--- config.mk ---
export PLATFORM = sky130hd
export DESIGN_NAME = dma_xfer_ctrl
export DESIGN_NICKNAME = d
export VERILOG_FILES = /design/src/rtl/dma_xfer_pkg.sv /design/src/rtl/dma_xfer_datapath.sv /design/src/rtl/dma_xfer_ctrl_fsm.sv /design/src/rtl/dma_xfer_ctrl.sv
export SDC_FILE = /design/constraint.sdc
export NUM_CORES = 1
export LEC_CHECK = 0
export BUFFER_PORTS_ARGS = -buffer_cell sky130_fd_sc_hd__buf_2
export CORE_MARGIN = 4
export CORE_UTILIZATION = 40
export CTS_CLUSTER_SIZE = 40
export DETAILED_ROUTE_END_ITERATION = 8
export PLACE_DENSITY = 0.66
export SYNTH_ARGS = -nofsm -noshare
export SYNTH_HDL_FRONTEND = slang
export SYNTH_HIERARCHICAL = 1
export SYNTH_SLANG_ARGS = --single-unit
--- constraint.sdc ---
create_clock -name clk -period 3.3 [get_ports clk]
set_input_delay 0.33 -clock clk [delete_from_list [all_inputs] [get_ports clk]]
set_output_delay 0.33 -clock clk [all_outputs]
set_load 0.02 [all_outputs]
--- src/rtl/dma_xfer_pkg.sv ---
`timescale 1ns/1ps
package dma_xfer_pkg;

  typedef enum logic [1:0] {
    ST_IDLE     = 2'd0,
    ST_WAIT_PER = 2'd1,
    ST_REQ      = 2'd2,
    ST_OWN      = 2'd3
  } dmaState_t;

  // control -> datapath
  typedef struct packed {
    logic ldAddr;
    logic ldCtrl;
    logic step;
  } dmaStrobe_t;

  // datapath -> control
  typedef struct packed {
    logic lastByte;
    logic stealMode;
    logic toPeriph;
  } dmaStatus_t;

endpackage

--- src/rtl/dma_xfer_datapath.sv ---
`timescale 1ns/1ps
module dma_xfer_datapath
  import dma_xfer_pkg::*;
#(
  parameter int ADDR_W = 16,
  parameter int CNT_W  = 12,
  parameter int DATA_W = 8,
  parameter int REG_W  = 16
) (
  input  logic              clk,
  input  logic              rstN,
  input  dmaStrobe_t        strobe,
  input  logic              ownBus,
  input  logic [REG_W-1:0]  regWrData,
  input  logic [DATA_W-1:0] memRdData,
  input  logic [DATA_W-1:0] perWrData,
  output dmaStatus_t        status,
  output logic              wrCountZero,
  output logic              wrSteal,
  output logic [ADDR_W-1:0] memAddr,
  output logic [DATA_W-1:0] memWrData,
  output logic [DATA_W-1:0] perRdData
);

  localparam int MODE_BIT = CNT_W;
  localparam int DIR_BIT  = CNT_W + 1;

  logic [ADDR_W-1:0] addrQ;
  logic [CNT_W-1:0]  cntQ;
  logic              stealQ;
  logic              toPerQ;

  always_ff @(posedge clk or negedge rstN) begin
    if (!rstN) begin
      addrQ <= '0;
    end else if (strobe.ldAddr) begin
      addrQ <= regWrData[ADDR_W-1:0];
    end else if (strobe.step) begin
      addrQ <= addrQ + ADDR_W'(1);
    end
  end

  always_ff @(posedge clk or negedge rstN) begin
    if (!rstN) begin
      cntQ   <= '0;
      stealQ <= 1'b0;
      toPerQ <= 1'b0;
    end else if (strobe.ldCtrl) begin
      cntQ   <= regWrData[CNT_W-1:0];
      stealQ <= regWrData[MODE_BIT];
      toPerQ <= regWrData[DIR_BIT];
    end else if (strobe.step) begin
      cntQ   <= cntQ - CNT_W'(1);
    end
  end

  always_comb begin
    wrCountZero      = (regWrData[CNT_W-1:0] == '0);
    wrSteal          = regWrData[MODE_BIT];
    status.lastByte  = (cntQ == CNT_W'(1));
    status.stealMode = stealQ;
    status.toPeriph  = toPerQ;
    memAddr          = ownBus ? addrQ : '0;
    memWrData        = (ownBus && !toPerQ) ? perWrData : '0;
    perRdData        = (strobe.step && toPerQ) ? memRdData : '0;
  end

endmodule

--- src/rtl/dma_xfer_ctrl_fsm.sv ---
`timescale 1ns/1ps
module dma_xfer_ctrl_fsm
  import dma_xfer_pkg::*;
(
  input  logic       clk,
  input  logic       rstN,
  input  logic       regWrEn,
  input  logic       regSel,
  input  logic       wrCountZero,
  input  logic       wrSteal,
  input  dmaStatus_t status,
  input  logic       busGrant,
  input  logic       perReady,
  output dmaStrobe_t strobe,
  output logic       ownBus,
  output logic       busReq,
  output logic       memRd,
  output logic       memWr,
  output logic       perAck,
  output logic       doneIrq
);

  dmaState_t stateQ, stateD;
  logic      idle;
  logic      ctrlWr;
  logic      ctrlGo;
  logic      zeroDone;
  logic      fire;
  logic      doneQ;

  always_comb begin
    idle     = (stateQ == ST_IDLE);
    ctrlWr   = regWrEn && regSel && idle;
    ctrlGo   = ctrlWr && !wrCountZero;
    zeroDone = ctrlWr && wrCountZero;
    ownBus   = (stateQ == ST_OWN) && busGrant;
    fire     = ownBus && perReady;

    strobe.ldAddr = regWrEn && !regSel && idle;
    strobe.ldCtrl = ctrlGo;
    strobe.step   = fire;

    busReq  = (stateQ == ST_REQ) || (stateQ == ST_OWN);
    memRd   = fire && status.toPeriph;
    memWr   = fire && !status.toPeriph;
    perAck  = fire;
    doneIrq = doneQ;
  end

  always_comb begin
    stateD = stateQ;
    unique case (stateQ)
      ST_IDLE: begin
        if (ctrlGo) stateD = wrSteal ? ST_WAIT_PER : ST_REQ;
      end
      ST_WAIT_PER: begin
        if (perReady) stateD = ST_REQ;
      end
      ST_REQ: begin
        if (busGrant) stateD = ST_OWN;
      end
      ST_OWN: begin
        if (fire) begin
          if (status.lastByte)       stateD = ST_IDLE;
          else if (status.stealMode) stateD = ST_WAIT_PER;
        end
      end
      default: stateD = ST_IDLE;
    endcase
  end

  always_ff @(posedge clk or negedge rstN) begin
    if (!rstN) begin
      stateQ <= ST_IDLE;
      doneQ  <= 1'b0;
    end else begin
      stateQ <= stateD;
      doneQ  <= zeroDone || (fire && status.lastByte);
    end
  end

endmodule

--- src/rtl/dma_xfer_ctrl.sv ---
`timescale 1ns/1ps
module dma_xfer_ctrl
  import dma_xfer_pkg::*;
#(
  parameter int ADDR_W = 16,
  parameter int CNT_W  = 12,
  parameter int DATA_W = 8,
  parameter int REG_W  = (ADDR_W > CNT_W + 2) ? ADDR_W : CNT_W + 2
) (
  input  logic              clk,
  input  logic              rstN,
  input  logic              regWrEn,
  input  logic              regSel,
  input  logic [REG_W-1:0]  regWrData,
  output logic              busReq,
  input  logic              busGrant,
  output logic [ADDR_W-1:0] memAddr,
  output logic              memRd,
  output logic              memWr,
  output logic [DATA_W-1:0] memWrData,
  input  logic [DATA_W-1:0] memRdData,
  input  logic              perReady,
  output logic              perAck,
  input  logic [DATA_W-1:0] perWrData,
  output logic [DATA_W-1:0] perRdData,
  output logic              doneIrq
);

  dmaStrobe_t strobeW;
  dmaStatus_t statusW;
  logic       ownBusW;
  logic       wrCountZeroW;
  logic       wrStealW;

  dma_xfer_ctrl_fsm u_ctrl (
    .clk         (clk),
    .rstN        (rstN),
    .regWrEn     (regWrEn),
    .regSel      (regSel),
    .wrCountZero (wrCountZeroW),
    .wrSteal     (wrStealW),
    .status      (statusW),
    .busGrant    (busGrant),
    .perReady    (perReady),
    .strobe      (strobeW),
    .ownBus      (ownBusW),
    .busReq      (busReq),
    .memRd       (memRd),
    .memWr       (memWr),
    .perAck      (perAck),
    .doneIrq     (doneIrq)
  );

  dma_xfer_datapath #(
    .ADDR_W (ADDR_W),
    .CNT_W  (CNT_W),
    .DATA_W (DATA_W),
    .REG_W  (REG_W)
  ) u_dp (
    .clk         (clk),
    .rstN        (rstN),
    .strobe      (strobeW),
    .ownBus      (ownBusW),
    .regWrData   (regWrData),
    .memRdData   (memRdData),
    .perWrData   (perWrData),
    .status      (statusW),
    .wrCountZero (wrCountZeroW),
    .wrSteal     (wrStealW),
    .memAddr     (memAddr),
    .memWrData   (memWrData),
    .perRdData   (perRdData)
  );

endmodule

* After elaboration in Yosys (flattened, before gate mapping)
Cells that the tools add are included.
** Storage, ports and cells
- Flip-flop bits (word level) :: 33
- Word-level logic and storage cells :: 54
** Cells by class
- Reduce and logical (&&, ||, !) cells :: 22
- Eq/ne operators :: 9
- Muxes and demuxes :: 15
- $add $sub $neg :: 2
** Operators by type and width (number)
- $mux W16 :: 3
- $mux W12 :: 2
- $add A16 B1 Y16 const B :: 1
- $mux W8 :: 2
- $mux W2 :: 7
- $eq A12 B1 Y1 const B :: 1
- $logic_and A1 B1 Y1 :: 12
- $logic_not A12 Y1 :: 1
- $sub A12 B1 Y12 const B :: 1
- $pmux W2 S4 :: 1
- $ne A2 B2 Y1 const B :: 3
- $reduce_and A5 Y1 :: 1
- $eq A2 B2 Y1 const B :: 2
- $reduce_bool A2 Y1 :: 2
- $logic_not A1 Y1 :: 3
- $ne A3 B1 Y1 const B :: 1
- $eq A2 B1 Y1 const B :: 1
- $logic_not A2 Y1 :: 1
- $logic_or A1 B1 Y1 :: 2
- $ne A2 B1 Y1 const B :: 1

* Depth between registers and ports, before layout
- Depth after elaboration :: 5
- Gate-level depth with buffers :: 9
- Depth with buffers taken out :: 8

* Cells and area by module
The synthesis kept the hierarchy.
** Modules (own cells, without submodules)
- dma_xfer_datapath :: instances 1, cells an instance 219, area an instance 1948.1 µm², sequential area each 750.7 µm²
- dma_xfer_ctrl_fsm :: instances 1, cells an instance 36, area an instance 324.1 µm², sequential area each 75.1 µm²

* Worst setup path after synthesis
No wires, ideal clock.
- Kind :: register -> register
- Start point :: register u_dp.cntQ[4]
- End point :: register u_ctrl.stateQ[0]
- Period minus slack after synthesis :: 2326 ps
- Cell stages (with the launch flop) :: 8
- Setup time :: 125 ps
- Path slack :: 974 ps
- Buffers on the path :: 1
- Arrival :: 2201 ps
- Path through :: dfrtp_1 or4_1 buf_6 nor4_1 o211ai_1 a22oi_2 o221ai_2 mux2_4
** RTL lines
- start, declared :: RTL line dma_xfer_datapath.sv:29 : logic [CNT_W-1:0] cntQ;
- start signal, assigned :: RTL line dma_xfer_datapath.sv:49 : cntQ <= regWrData[CNT_W-1:0];
- start signal, assigned :: RTL line dma_xfer_datapath.sv:53 : cntQ <= cntQ - CNT_W'(1);
- end signal, assigned :: RTL line dma_xfer_ctrl_fsm.sv:77 : stateQ <= stateD;
- end, declared :: RTL line dma_xfer_ctrl_fsm.sv:23 : dmaState_t stateQ, stateD;

==> flow_summary.json <==
{
  "avgSynthCellArea_um2": 8.91,
  "status": "finished clean",
  "slew_headroom_pct": 49.2,
  "top_level_ports": 75,
  "synth_xor_area_share_pct": 9.64,
  "drc": 0,
  "antenna_found_initial": 0,
  "yosysWarnings": 6,
  "arrival_ns": 2.79,
  "netlist_instances": 255,
  "start_util_pct": 41.3,
  "final-setup-viol-count": 0,
  "dp_slack_ns": 0.702,
  "clk_latency_ns": 0.29,
  "rr_endpoint": "u_ctrl/stateQ[0]",
  "ys_seq_area_share_pct": 36.3,
  "grt_pass1_vias": 1984,
  "post-route-min-period_ns": 2.62,
  "nets": 370,
  "drive_above_1_share_pct": 30.8,
  "synth_seq_cells": 33,
  "die_y_um": 83.4,
  "grt_overflow": 0,
  "clockBufferDepth": 2,
  "synth_compound_area_share_pct": 8.70,
  "syn_area_um2": 2270,
  "synth.area.mux_share_pct": 3.47,
  "postRouteAntennaNets": 0,
  "cts_sinks": 33,
  "endpoint": "u_ctrl/stateQ[0]",
  "wirelength_um": 5540,
  "area_growth_pct": 20.9,
  "power.leakage_nw": 1.27,
  "final_util_pct": 49.9,
  "fin_crit_sh_pct": 79.3,
  "r2r_slack_ns": 0.68,
  "num_vias": 2017,
  "required_ns": 3.47,
  "dp_hpwl_um": 4280,
  "cts_buffers": 5,
  "end_kind": "flop",
  "fmax_mhz": 382,
  "startpoint_type": "flop",
  "synth_top_family_by_area": "simple AND/OR/NAND/NOR gates",
  "critPathMaxFanout": 7,
  "power_density_nw_per_um2": 731,
  "rows": 27,
  "place_area_um2": 2660,
  "fin_total_pwr_w": 0.00201,
  "finalSetupTns_ns": 0,
  "ir_drop_mv": 0.283,
  "tightest_slew_ns": 0.762,
  "ctsRootBufferMaster": "clkbuf_8",
  "antenna_cells": 0,
  "dr.first_iter.drc_count": 109,
  "drv_slew": 0,
  "cts-htree-levels": 2,
  "yosys.area_share.adder_pct": 4.41,
  "cts_resized": 0,
  "drv_cap": 0,
  "layout_setup_ws_ns": 0.684,
  "wl_per_cell_um": 14.0,
  "synthSimpleGateAreaFrac_pct": 31.1,
  "cts-hold-fix-buffers": 0,
  "reg2reg_depth": 7,
  "synth_fp_nets": 301,
  "globalplace.congestion": 0.819,
  "coreArea_um2": 5510,
  "die_area_um2": 6950,
  "hold_violations": 0,
  "io_buffers": 74,
  "gr-usage-all-layers_pct": 16.5,
  "cts_tree": "yes",
  "path_class": "reg -> reg",
  "setup.worst_path.start": "u_dp/cntQ[4]",
  "fin_area_um2": 2750,
  "fin_skew_ns": 0.00756,
  "path_clk_slew_ns": 0.07,
  "rsz0062_at_grt": "false",
  "drt-pass1-iter-count": 4,
  "yosysUniqueCellTypes": 37,
  "r2r-start": "u_dp/cntQ[4]",
  "hold_path.class": "in -> async",
  "die_w_um": 83.4,
  "grt_max_degree": 34,
  "vias_per_cell": 5.08,
  "fillCellCount": 559,
  "grt_pass1_wl_um": 9350,
  "cts_setup_buffers": 0
}
## critical path: stages, from the launching register on
cell and delay [ns]:
dfrtp_1 0.40, or4_1 0.52, buf_4 0.19, nor4_1 0.50, o211ai_1 0.20, a22oi_2 0.23, o221ai_2 0.14, mux2_4 0.31
## metrics by stage
| stage | hold slack [ns] | instances |
|---|---|---|
| floorplan | 0.0344 | 255 |
| global placement | 0.454 | 389 |
| detailed placement | 0.455 | 389 |
| CTS | 0.147 | 397 |
| global route | 0.179 | 397 |
| finish | 0.114 | 397 |
## routing by layer
| layer | up-vias | part of all wire, % | global-route usage, % |
|---|---|---|---|
| li1 | 1004 | - | - |
| met1 | 926 | 43 | 20.2 |
| met2 | 78 | 48 | 27.8 |
| met3 | 9 | 7.5 | 4.17 |
| met4 | 0 | 1.6 | 6.24 |
| met5 | - | 0 | 0 |
## sequential cells by signal, indices dropped and copies added (netlist names)
| register | cells |
|---|---|
| u_dp/addrQ | 16 |
| u_dp/cntQ | 12 |
| u_ctrl/stateQ | 2 |
| u_ctrl/doneIrq | 1 |
| u_dp/stealQ | 1 |
| u_dp/toPerQ | 1 |
## cell usage in the layout (no fill, tap or decap), types with 6 or more instances in the layout
| master | count |
|---|---|
| dfrtp_1 | 33 |
| nand4_1 | 6 |
| nand2_1 | 36 |
| xnor2_1 | 20 |
| and2_1 | 26 |
| nor4_1 | 10 |
| o21ai_0 | 23 |
| nor2_1 | 8 |
| ha_1 | 8 |
| inv_1 | 11 |
| and3_1 | 10 |
| buf_2 | 74 |
## cells in the mapped netlist, drive strengths merged
cell     n  share of area, %
inv     11               1.8
a311o    1              0.44
and2    26               7.2
nand4    6               1.7
clkbuf   9               1.9
or2      2              0.55
nor2     8               1.3
nand3b   1              0.33
o211ai   1              0.33
or3b     1              0.50
and3    10               2.8
nor2b    2              0.55
mux2     4               2.1
nand3    5               1.1
ha       8               4.4
nor3     5               1.1
o21ai   28               6.2
buf      7               2.6
nor3b    1              0.33
mux2i    3               1.3
or3      1              0.33
xor2     5               1.9
nand2b   1              0.28
dfrtp   33                36
a211oi   1              0.33
or4      2              0.66
o221ai   1              0.66
xnor2   20               7.7
nor4    14               6.5
nand2   36               5.9
a22oi    1              0.55
a21oi    1              0.22
## where the power goes
group          total [W]  switching, W  internal, W
registers       0.000841      0.000244     0.000597
clock network   0.000297      0.000151     0.000146
logic           0.000870      0.000468     0.000403
total            0.00201      0.000862      0.00115
## how the worst min path moves through the flow
stage | end | cells after the start | slack, ns
global placement | u_dp/cntQ[6] | 1 | 0.45
CTS | u_dp/cntQ[5] | 1 | 0.15
detailed placement | u_dp/addrQ[10] | 1 | 0.45
floorplan | u_ctrl/doneIrq | 0 | 0.03
finish | u_dp/cntQ[5] | 1 | 0.11
global route | u_dp/cntQ[5] | 1 | 0.18
## final cells by class
cell class              instances  area [um^2]  share of cell area [%]
well taps                      72         90.1                    3.28
clock buffers                   6         72.6                    2.64
multi-input cells             195         1310                    47.6
repair buffers                 78          400                    14.6
inverters                      11         41.3                    1.50
clock inverters                 2         10.0                   0.364
flip-flops and latches         33          826                    30.1
## logic make-up after synthesis
logic type,Yosys count
AO/OA/AOI/OAI,34
XOR/XNOR,25
adder cells (fa/ha/maj),8
buffers and inverters,27
flip-flops,33
multiplexers,7
AND/OR/NAND/NOR,121
Note: power is estimated with default switching activity, not from simulation.
